File: src/rtl/bws_pkg.sv
package bws_pkg;
   typedef enum logic [1:0] {
      ST_IDLE = 2'd0,
      ST_LAT  = 2'd1,
      ST_DATA = 2'd2,
      ST_GAP  = 2'd3
   } bws_state_e;
endpackage

File: src/rtl/bws_latency.sv
module bws_latency #(
   parameter int LATW = 4
) (
   input  logic            clk,
   input  logic            rst_n,
   input  logic            load,
   input  logic [LATW-1:0] lat_val,
   input  logic            run,
   output logic            done
);
   logic [LATW-1:0] cnt_q;

   always_ff @(posedge clk or negedge rst_n) begin
      if (!rst_n) begin
         cnt_q <= '0;
      end else if (load) begin
         cnt_q <= (lat_val == '0) ? '0 : lat_val - 1'b1;
      end else if (run && cnt_q != '0) begin
         cnt_q <= cnt_q - 1'b1;
      end
   end

   assign done = (cnt_q == '0);
endmodule

File: src/rtl/bws_wait.sv
module bws_wait (
   input  logic clk,
   input  logic rst_n,
   input  logic in_data,
   input  logic sync,
   input  logic wait_en,
   input  logic wait_pol,
   input  logic wait_during,
   input  logic mem_wait,
   output logic take
);
   logic wait_act;
   logic stall_nxt_q;

   assign wait_act = in_data & sync & wait_en & (mem_wait == wait_pol);

   always_ff @(posedge clk or negedge rst_n) begin
      if (!rst_n)        stall_nxt_q <= 1'b0;
      else if (!in_data) stall_nxt_q <= 1'b0;
      else               stall_nxt_q <= wait_act;
   end

   assign take = in_data & (wait_during ? ~wait_act : ~stall_nxt_q);
endmodule

File: src/rtl/bws_beats.sv
module bws_beats #(
   parameter int LENW = 4
) (
   input  logic            clk,
   input  logic            rst_n,
   input  logic            load,
   input  logic [LENW-1:0] len,
   input  logic            take,
   output logic            last
);
   logic [LENW-1:0] rem_q;

   always_ff @(posedge clk or negedge rst_n) begin
      if (!rst_n)                       rem_q <= '0;
      else if (load)                    rem_q <= len;
      else if (take && rem_q != '0)     rem_q <= rem_q - 1'b1;
   end

   assign last = (rem_q == '0);
endmodule

File: src/rtl/burst_wait_seq.sv
module burst_wait_seq #(
   parameter int AW      = 16,
   parameter int DW      = 16,
   parameter int LENW    = 4,
   parameter int LATW    = 4,
   parameter bit RSP_REG = 1'b1
) (
   input  logic            clk,
   input  logic            rst_n,
   input  logic            req_valid,
   output logic            req_ready,
   input  logic            req_write,
   input  logic [AW-1:0]   req_addr,
   input  logic [LENW-1:0] req_len,
   input  logic [DW-1:0]   req_wdata,
   input  logic            cfg_rd_burst,
   input  logic            cfg_wr_burst,
   input  logic            cfg_wait_en,
   input  logic            cfg_wait_pol,
   input  logic            cfg_wait_during,
   input  logic            cfg_wr_en,
   input  logic            cfg_ext_mode,
   input  logic [LATW-1:0] cfg_rd_lat,
   input  logic [LATW-1:0] cfg_wr_lat,
   output logic            mem_cs_n,
   output logic            mem_clk_en,
   output logic            mem_oe_n,
   output logic            mem_we_n,
   output logic [AW-1:0]   mem_addr,
   output logic [DW-1:0]   mem_wdata,
   input  logic [DW-1:0]   mem_rdata,
   input  logic            mem_wait,
   output logic            wr_beat,
   output logic            rsp_valid,
   output logic [DW-1:0]   rsp_data,
   output logic            rsp_err
);
   import bws_pkg::*;

   if (LATW < 4) begin : g_bad_latw
      $error("LATW must be at least 4");
   end
   if (LENW < 1 || AW < 1 || DW < 1) begin : g_bad_width
      $error("LENW, AW and DW must be positive");
   end

   bws_state_e      state_q;
   logic            wr_q;
   logic            sync_q;
   logic            err_q;
   logic [AW-1:0]   addr_q;
   logic            accept;
   logic            refuse;
   logic            start;
   logic            sync_sel;
   logic [LATW-1:0] lat_sel;
   logic [LENW-1:0] len_sel;
   logic            lat_done;
   logic            take;
   logic            last;
   logic            active;
   logic            rd_take;

   assign req_ready = (state_q == ST_IDLE);
   assign accept    = req_valid & req_ready;
   assign refuse    = accept & req_write & ~cfg_wr_en;
   assign start     = accept & ~refuse;
   assign sync_sel  = req_write ? cfg_wr_burst : cfg_rd_burst;
   assign lat_sel   = (req_write && cfg_ext_mode) ? cfg_wr_lat : cfg_rd_lat;
   assign len_sel   = sync_sel ? req_len : '0;

   always_ff @(posedge clk or negedge rst_n) begin
      if (!rst_n) begin
         state_q <= ST_IDLE;
         wr_q    <= 1'b0;
         sync_q  <= 1'b0;
         err_q   <= 1'b0;
         addr_q  <= '0;
      end else begin
         err_q <= refuse;
         unique case (state_q)
            ST_IDLE: begin
               if (refuse) begin
                  state_q <= ST_GAP;
               end else if (start) begin
                  wr_q    <= req_write;
                  sync_q  <= sync_sel;
                  addr_q  <= req_addr;
                  state_q <= (lat_sel == '0) ? ST_DATA : ST_LAT;
               end
            end
            ST_LAT:  if (lat_done)     state_q <= ST_DATA;
            ST_DATA: if (take && last) state_q <= ST_GAP;
            default: state_q <= ST_IDLE;
         endcase
      end
   end

   bws_latency #(.LATW(LATW)) i_lat (
      .clk     (clk),
      .rst_n   (rst_n),
      .load    (start),
      .lat_val (lat_sel),
      .run     (state_q == ST_LAT),
      .done    (lat_done)
   );

   bws_wait i_wait (
      .clk         (clk),
      .rst_n       (rst_n),
      .in_data     (state_q == ST_DATA),
      .sync        (sync_q),
      .wait_en     (cfg_wait_en),
      .wait_pol    (cfg_wait_pol),
      .wait_during (cfg_wait_during),
      .mem_wait    (mem_wait),
      .take        (take)
   );

   bws_beats #(.LENW(LENW)) i_beats (
      .clk   (clk),
      .rst_n (rst_n),
      .load  (start),
      .len   (len_sel),
      .take  (take),
      .last  (last)
   );

   assign active     = (state_q == ST_LAT) || (state_q == ST_DATA);
   assign mem_cs_n   = ~active;
   assign mem_clk_en = active & sync_q;
   assign mem_oe_n   = ~(active & ~wr_q);
   assign mem_we_n   = ~(active & wr_q);
   assign mem_addr   = addr_q;
   assign mem_wdata  = req_wdata;
   assign wr_beat    = take & wr_q;
   assign rd_take    = take & ~wr_q;
   assign rsp_err    = err_q;

   if (RSP_REG) begin : g_rsp_reg
      logic          v_q;
      logic [DW-1:0] d_q;
      always_ff @(posedge clk or negedge rst_n) begin
         if (!rst_n) begin
            v_q <= 1'b0;
            d_q <= '0;
         end else begin
            v_q <= rd_take;
            if (rd_take) d_q <= mem_rdata;
         end
      end
      assign rsp_valid = v_q;
      assign rsp_data  = d_q;
   end else begin : g_rsp_comb
      assign rsp_valid = rd_take;
      assign rsp_data  = mem_rdata;
   end
endmodule

File: config.mk
export PLATFORM = sky130hd
export DESIGN_NAME = burst_wait_seq
export DESIGN_NICKNAME = d
export VERILOG_FILES = /design/src/rtl/bws_pkg.sv /design/src/rtl/bws_latency.sv /design/src/rtl/bws_wait.sv /design/src/rtl/bws_beats.sv /design/src/rtl/burst_wait_seq.sv
export SDC_FILE = /design/constraint.sdc
export NUM_CORES = 1
export LEC_CHECK = 0
export ABC_AREA = 1
export BUFFER_PORTS_ARGS = -buffer_cell sky130_fd_sc_hd__buf_2
export CAP_MARGIN = 40
export CORE_UTILIZATION = 40
export CTS_BUF_LIST = sky130_fd_sc_hd__clkbuf_16
export CTS_CLUSTER_DIAMETER = 100
export DETAILED_ROUTE_END_ITERATION = 10
export PLACE_DENSITY = 0.72
export RECOVER_POWER = 50
export SLEW_MARGIN = 10
export SYNTH_ARGS = -nofsm -noshare
export SYNTH_HDL_FRONTEND = slang
export SYNTH_SLANG_ARGS = --single-unit
File: constraint.sdc
create_clock -name clk -period 2.7 [get_ports clk]
set_clock_uncertainty 0.2 [all_clocks]
set_input_delay 0.405 -clock clk [delete_from_list [all_inputs] [get_ports clk]]
set_output_delay 0.405 -clock clk [all_outputs]
set_load 0.03 [all_outputs]
### Yosys cells after proc, flatten, opt, wreduce, memory -nomap -nowiden

Index checks and enable logic that the tools add are counted.

* flip-flop bits (word level): 47
* bits of input ports: 72
* output and inout bits: 56
* logic and storage cells: 71

* eq/ne operators: 6
* mux-type cells: 16
* bitwise operators: 21
* reduce and logical (&&, ||, !) cells: 15
* add/subtract/negate cells: 3

Operators by type and width (count)
* $mux 4: 7
* $and 1x1->1: 13
* $logic_not 4->1: 3
* $sub 4x1->4 const B: 3
* $mux 2: 5
* $not 1->1: 8
* $reduce_bool 4->1: 2
* $pmux 2 s3: 1
* $reduce_and 3->1: 2
* $logic_and 1x1->1: 4
* $ne 2x2->1 const B: 2
* $reduce_bool 2->1: 2
* $mux 1: 3
* $ne 3x1->1 const B: 1
* $eq 2x1->1 const B: 1
* $eq 2x2->1 const B: 1
* $logic_not 2->1: 1
* $eq 1x1->1: 1
* $logic_or 1x1->1: 1

### Logic depth before layout (Yosys ltp)

* depth after elaboration: 10
* mapped depth: 12
* gate-level depth less buffers: 11

### Hierarchy

From an unflattened synthesis, not the netlist that was laid out.

* cells, all modules: 339
* area, all modules: 2558.7 sq um

By module, submodules not included
* burst_wait_seq: seq. area each 950.9 sq um, cells an instance 224, area each 1860.5 sq um, times used 1
* bws_latency: seq. area each 100.1 sq um, cells an instance 54, area each 311.5 sq um, times used 1
* bws_beats: seq. area each 100.1 sq um, cells an instance 46, area each 295.3 sq um, times used 1
* bws_wait: seq. area each 25.0 sq um, cells an instance 15, area each 91.3 sq um, times used 1

### Least setup slack after synthesis

OpenSTA, ideal clock, no wires.

* kind: reg-to-output
* start: reg state_q[0]
* end: out wr_beat
* stages on the path, launching flop included: 6
* buffers on the path: 0
* data required time: 2095 ps
* path slack: 763 ps
* arrival time: 1332 ps
* cell sequence: dfrtp_1 -> inv_1 -> ha_1 -> a21boi_2 -> nand2_2 -> nor2_1

* word-level cells in the longest chain between the ends: 8

RTL lines
* from (decl): RTL line burst_wait_seq.sv:47 `bws_state_e state_q;`
* from (signal assigned): RTL line burst_wait_seq.sv:89 `state_q <= (lat_sel == '0) ? ST_DATA : ST_LAT;`
* $eq 2x2->1 (*): RTL line burst_wait_seq.sv:111 `.in_data (state_q == ST_DATA),`
* $and 1x1->1 (3 in series): RTL line bws_wait.sv:15 `assign wait_act = in_data & sync & wait_en & (mem_wait == wait_pol);`
* $not 1->1: RTL line bws_wait.sv:23 `assign take = in_data & (wait_during ? ~wait_act : ~stall_nxt_q);`
* $mux 1: RTL line bws_wait.sv:23
* $and 1x1->1 (*): RTL line bws_wait.sv:23
* $and 1x1->1 (*): RTL line burst_wait_seq.sv:136 `assign wr_beat = take & wr_q;`
* to (decl): RTL line burst_wait_seq.sv:33 `output logic wr_beat,`

Every way passes the cells marked *; elsewhere a longest branch is shown, timed or not.

### Worst setup path in the final report

Ends and elaborated chain as after synthesis.

==> impl_metrics.json <==
{
  "status": "finished clean",
  "ios": 128,
  "post_drt_wl_per_cell_um": 11.12,
  "cts_buffer_depth": 2,
  "yosysTopAreaCell": "dfrtp_1",
  "start_kind": "register",
  "ys.flop_type": "dfrtp_1",
  "fp-row-count": 28,
  "reg2regPathDepth": 9,
  "die_width_um": 81.25,
  "relSlewSlack_pct": 43.91,
  "setup-violations-final": 0,
  "crit_chain": "inv_1 -> ha_1 -> nand2_1 -> nor2_1 -> nand3_2 -> nand2_2 -> nor2_1 -> buf_2",
  "routed_wl_um": 5214,
  "synth.top_cell.area_share_pct": 46.81,
  "cp-end-kind": "primary output",
  "critical-path-top-delay-family": "simple AND/OR/NAND/NOR gates",
  "ctsResizeCount": 0,
  "arrival_ns": 1.71,
  "worst_path_largest_cell_delay_ns": 0.41,
  "cts_tree": "yes",
  "hold_violations": 0,
  "path_max_fanout": 4,
  "hpwlAfterDp_um": 3980,
  "grt_pass1_wl_um": 8583,
  "clkTransAtPathRegs_ns": 0.06,
  "ys_top_cells_by_area": "dfrtp_1 47%, nand2_1 19%, buf_4 5.4%, nand2_2 3.7%, inv_1 3.6%",
  "io_buffers": 95,
  "seqPwrFrac_pct": 32.1,
  "cts.sinks": 47,
  "clkPwrFrac_pct": 17.5,
  "critical_path.startpoint": "state_q[0]",
  "core-area_mm2": 0.005991,
  "critPathBufInv": 2,
  "layout-drive-gt1-share_pct": 26.65,
  "combPwrFrac_pct": 50.5,
  "gr-usage-met2_pct": 28.49,
  "grt_overflow_total": 0,
  "track_usage_pct": 16.76,
  "syn_avg_cell_area_um2": 8.053,
  "intPower_mw": 2.012,
  "max_slew.worst_pin.slew_ns": 0.8414,
  "r2r_start": "state_q[0]",
  "drt_iter0_markers": 108,
  "cts_setup_buffers": 0,
  "fp.dieArea_mm2": 0.006602,
  "timing.rr.end": "i_beats.rem_q[2]",
  "cts-buffers-inserted": 5,
  "slew_violations": 0,
  "grtUsageMet1_pct": 21.61,
  "drtPass1Iterations": 4,
  "hold_path_class": "in -> reg",
  "p_sw_share_pct": 47.20,
  "htreeDepth": 2,
  "ys_types": 32,
  "gp_congestion": 0.8286,
  "ir_drop_mv": 0.6525,
  "die_h_um": 81.25,
  "synth_warnings": 0,
  "ys_async_sr_fraction_pct": 100.0,
  "synthToLayoutAreaGrowth_pct": 21.26,
  "via_count": 2139,
  "cp.required_ns": 2.10,
  "crit_path_frequent_cell": "nor2_1",
  "r2r_setup_slack_ns": 0.64,
  "use_met3_pct": 3.034,
  "pwr_density_cell_mw_per_mm2": 1251,
  "syn-num-nets": 391,
  "nNetsFinal": 473,
  "diodes": 0,
  "ys_seq_area_share_pct": 46.81,
  "criticalPathCategory": "reg -> out",
  "synth_edf_count": 0,
  "root_buffer": "clkbuf_16",
  "tns_ns": 0,
  "grt_pass1_vias": 1972,
  "slowest_stage": "dfrtp_1",
  "seq_area_mm2": 0.001176,
  "start_util_pct": 41.94,
  "grt-busiest-layer": "met2",
  "fin_crit_ns": 2.315,
  "p_sw_mw": 1.798,
  "crit_path_end": "wr_beat",
  "leakage_nw": 1.707,
  "final_util_pct": 50.86,
  "vias_per_cell": 4.561,
  "multi_input_area_mm2": 0.001033,
  "antenna_found_initial": 0,
  "clock_latency_ns": 0.28,
  "ant_nets": 0,
  "ys_ff_latch": 47,
  "rsz0062_at_grt": "no",
  "mappedNetlistArea_mm2": 0.002512,
  "max_cap_viol_count": 0,
  "fill_cells": 606,
  "grt_max_degree": 26,
  "max_freq_mhz": 432.0,
  "period_share_pct": 85.73,
  "synthCells": 312,
  "cp.depth": 8,
  "remaining_drc_errors": 0
}
[logic make-up (layout without fill, tap and decap cells)]
group	after synthesis	count (layout)	share of synthesized area [%]
and+or+nand+nor	177	177	30.53
buffers and inverters	53	135	11.95
DFF	47	47	46.81
AOI/OAI and AO/OA	26	26	6.524
adders and majority gates	7	7	3.486
xor gates and xnor gates	2	2	0.6973
[worst min path at each step]
stage	depth (start not counted)	to	start
floorplan	0	i_beats.rem_q[0]	rst_n
global placement	1	rsp_data[10]	rst_n
detailed placement	1	rsp_data[8]	rst_n
CTS	3	mem_addr[2]	req_addr[2]
global route	3	rsp_data[4]	mem_rdata[4]
finish	3	mem_addr[14]	req_addr[14]
[cells in the mapped netlist, types with 2 or more instances]
| master | number |
|---|---|
| a21oi_1 | 3 |
| buf_2 | 2 |
| buf_4 | 18 |
| buf_6 | 2 |
| dfrtp_1 | 47 |
| ha_1 | 7 |
| inv_1 | 24 |
| inv_2 | 3 |
| nand2_1 | 130 |
| nand2_2 | 15 |
| nand3_1 | 14 |
| nand4_1 | 2 |
| nor2_1 | 10 |
| nor2_4 | 2 |
| o21ai_0 | 9 |
| o21ai_1 | 6 |
| o21ai_2 | 2 |
| xor2_1 | 2 |
[final cells by class]
cell class | count | share of cell area (%)
well taps | 75 | 3.080
flip-flops and latches | 47 | 38.60
inverters | 29 | 3.737
repair buffers | 99 | 15.44
multi-input cells | 212 | 33.92
clock buffers | 5 | 4.107
clock inverters | 2 | 1.109
[per-stage QoR]
step | area, um2 | total power, mW | std cells | hold WS (ns) | setup slack (ns)
after detailed placement | 2918 | 3.208 | 461 | 0.1399 | 0.6564
after global routing | 3047 | 4.153 | 469 | 0.1171 | 0.2249
final | 3047 | 3.810 | 469 | 0.1207 | 0.3854
after floorplan | 2512 | 2.743 | 312 | -0.09059 | 0.7628
after CTS | 3087 | 3.890 | 469 | 0.1153 | 0.4180
after global placement | 2918 | 3.165 | 461 | 0.1350 | 0.7376
[metal layers]
layer | up-vias | part of all wire (%)
li1 | 1107 | -
met1 | 959 | 46
met2 | 67 | 48
met3 | 6 | 5.5
met4 | 0 | 0.86
met5 | - | 0
[repair_timing]
| item | CTS | global route |
|---|---|---|
| hold endpoints to repair | 15 | 0 |
| setup endpoints to repair | 0 | 0 |
| hold buffers | 1 | 0 |
[worst min-delay path: cells and delay by family]
| family | cells | cell delay [ns] |
|---|---|---|
| buffers and inverters | 1 | 0.07 |
| and+or+nand+nor | 2 | 0.09 |
[sequential cells by signal, indices dropped and copies added (netlist names)]
name / count
i_wait.stall_nxt_q: 1
i_beats.rem_q: 4
rsp_data: 16
wr_q: 1
rsp_err: 1
rsp_valid: 1
mem_addr: 16
i_lat.cnt_q: 4
sync_q: 1
state_q: 2
[cells in the final DEF, fill, tap and decap left out]
cell,count
clkinv_1,1
o21ai_0,9
ha_1,7
nand2_1,130
nand2_2,15
dfrtp_1,47
bufinv_16,1
o31ai_1,1
dlygate4sd3_1,1
and2_1,1
xor2_1,2
inv_2,3
inv_1,25
a21oi_4,1
nor2_4,2
nand2_8,1
nand3_2,1
a31oi_1,1
o21ai_1,6
clkbuf_2,1
o21ai_2,2
nor2_1,11
o21bai_1,1
inv_6,1
buf_2,70
a21oi_1,3
clkbuf_16,5
clkbuf_1,26
a21boi_2,1
nand4_1,2
nand3_1,14
o21a_1,1
buf_4,1
[power by group through the flow]
stage	combinational (mW)	sequential, mW	clock (mW)
final	1.92	1.22	0.665
after global routing	2.16	1.27	0.720
after CTS	1.99	1.22	0.683
after detailed placement	1.98	1.22	0
after global placement	1.95	1.21	0
after floorplan	1.08	1.67	0
(Power assumes the default switching activity.)
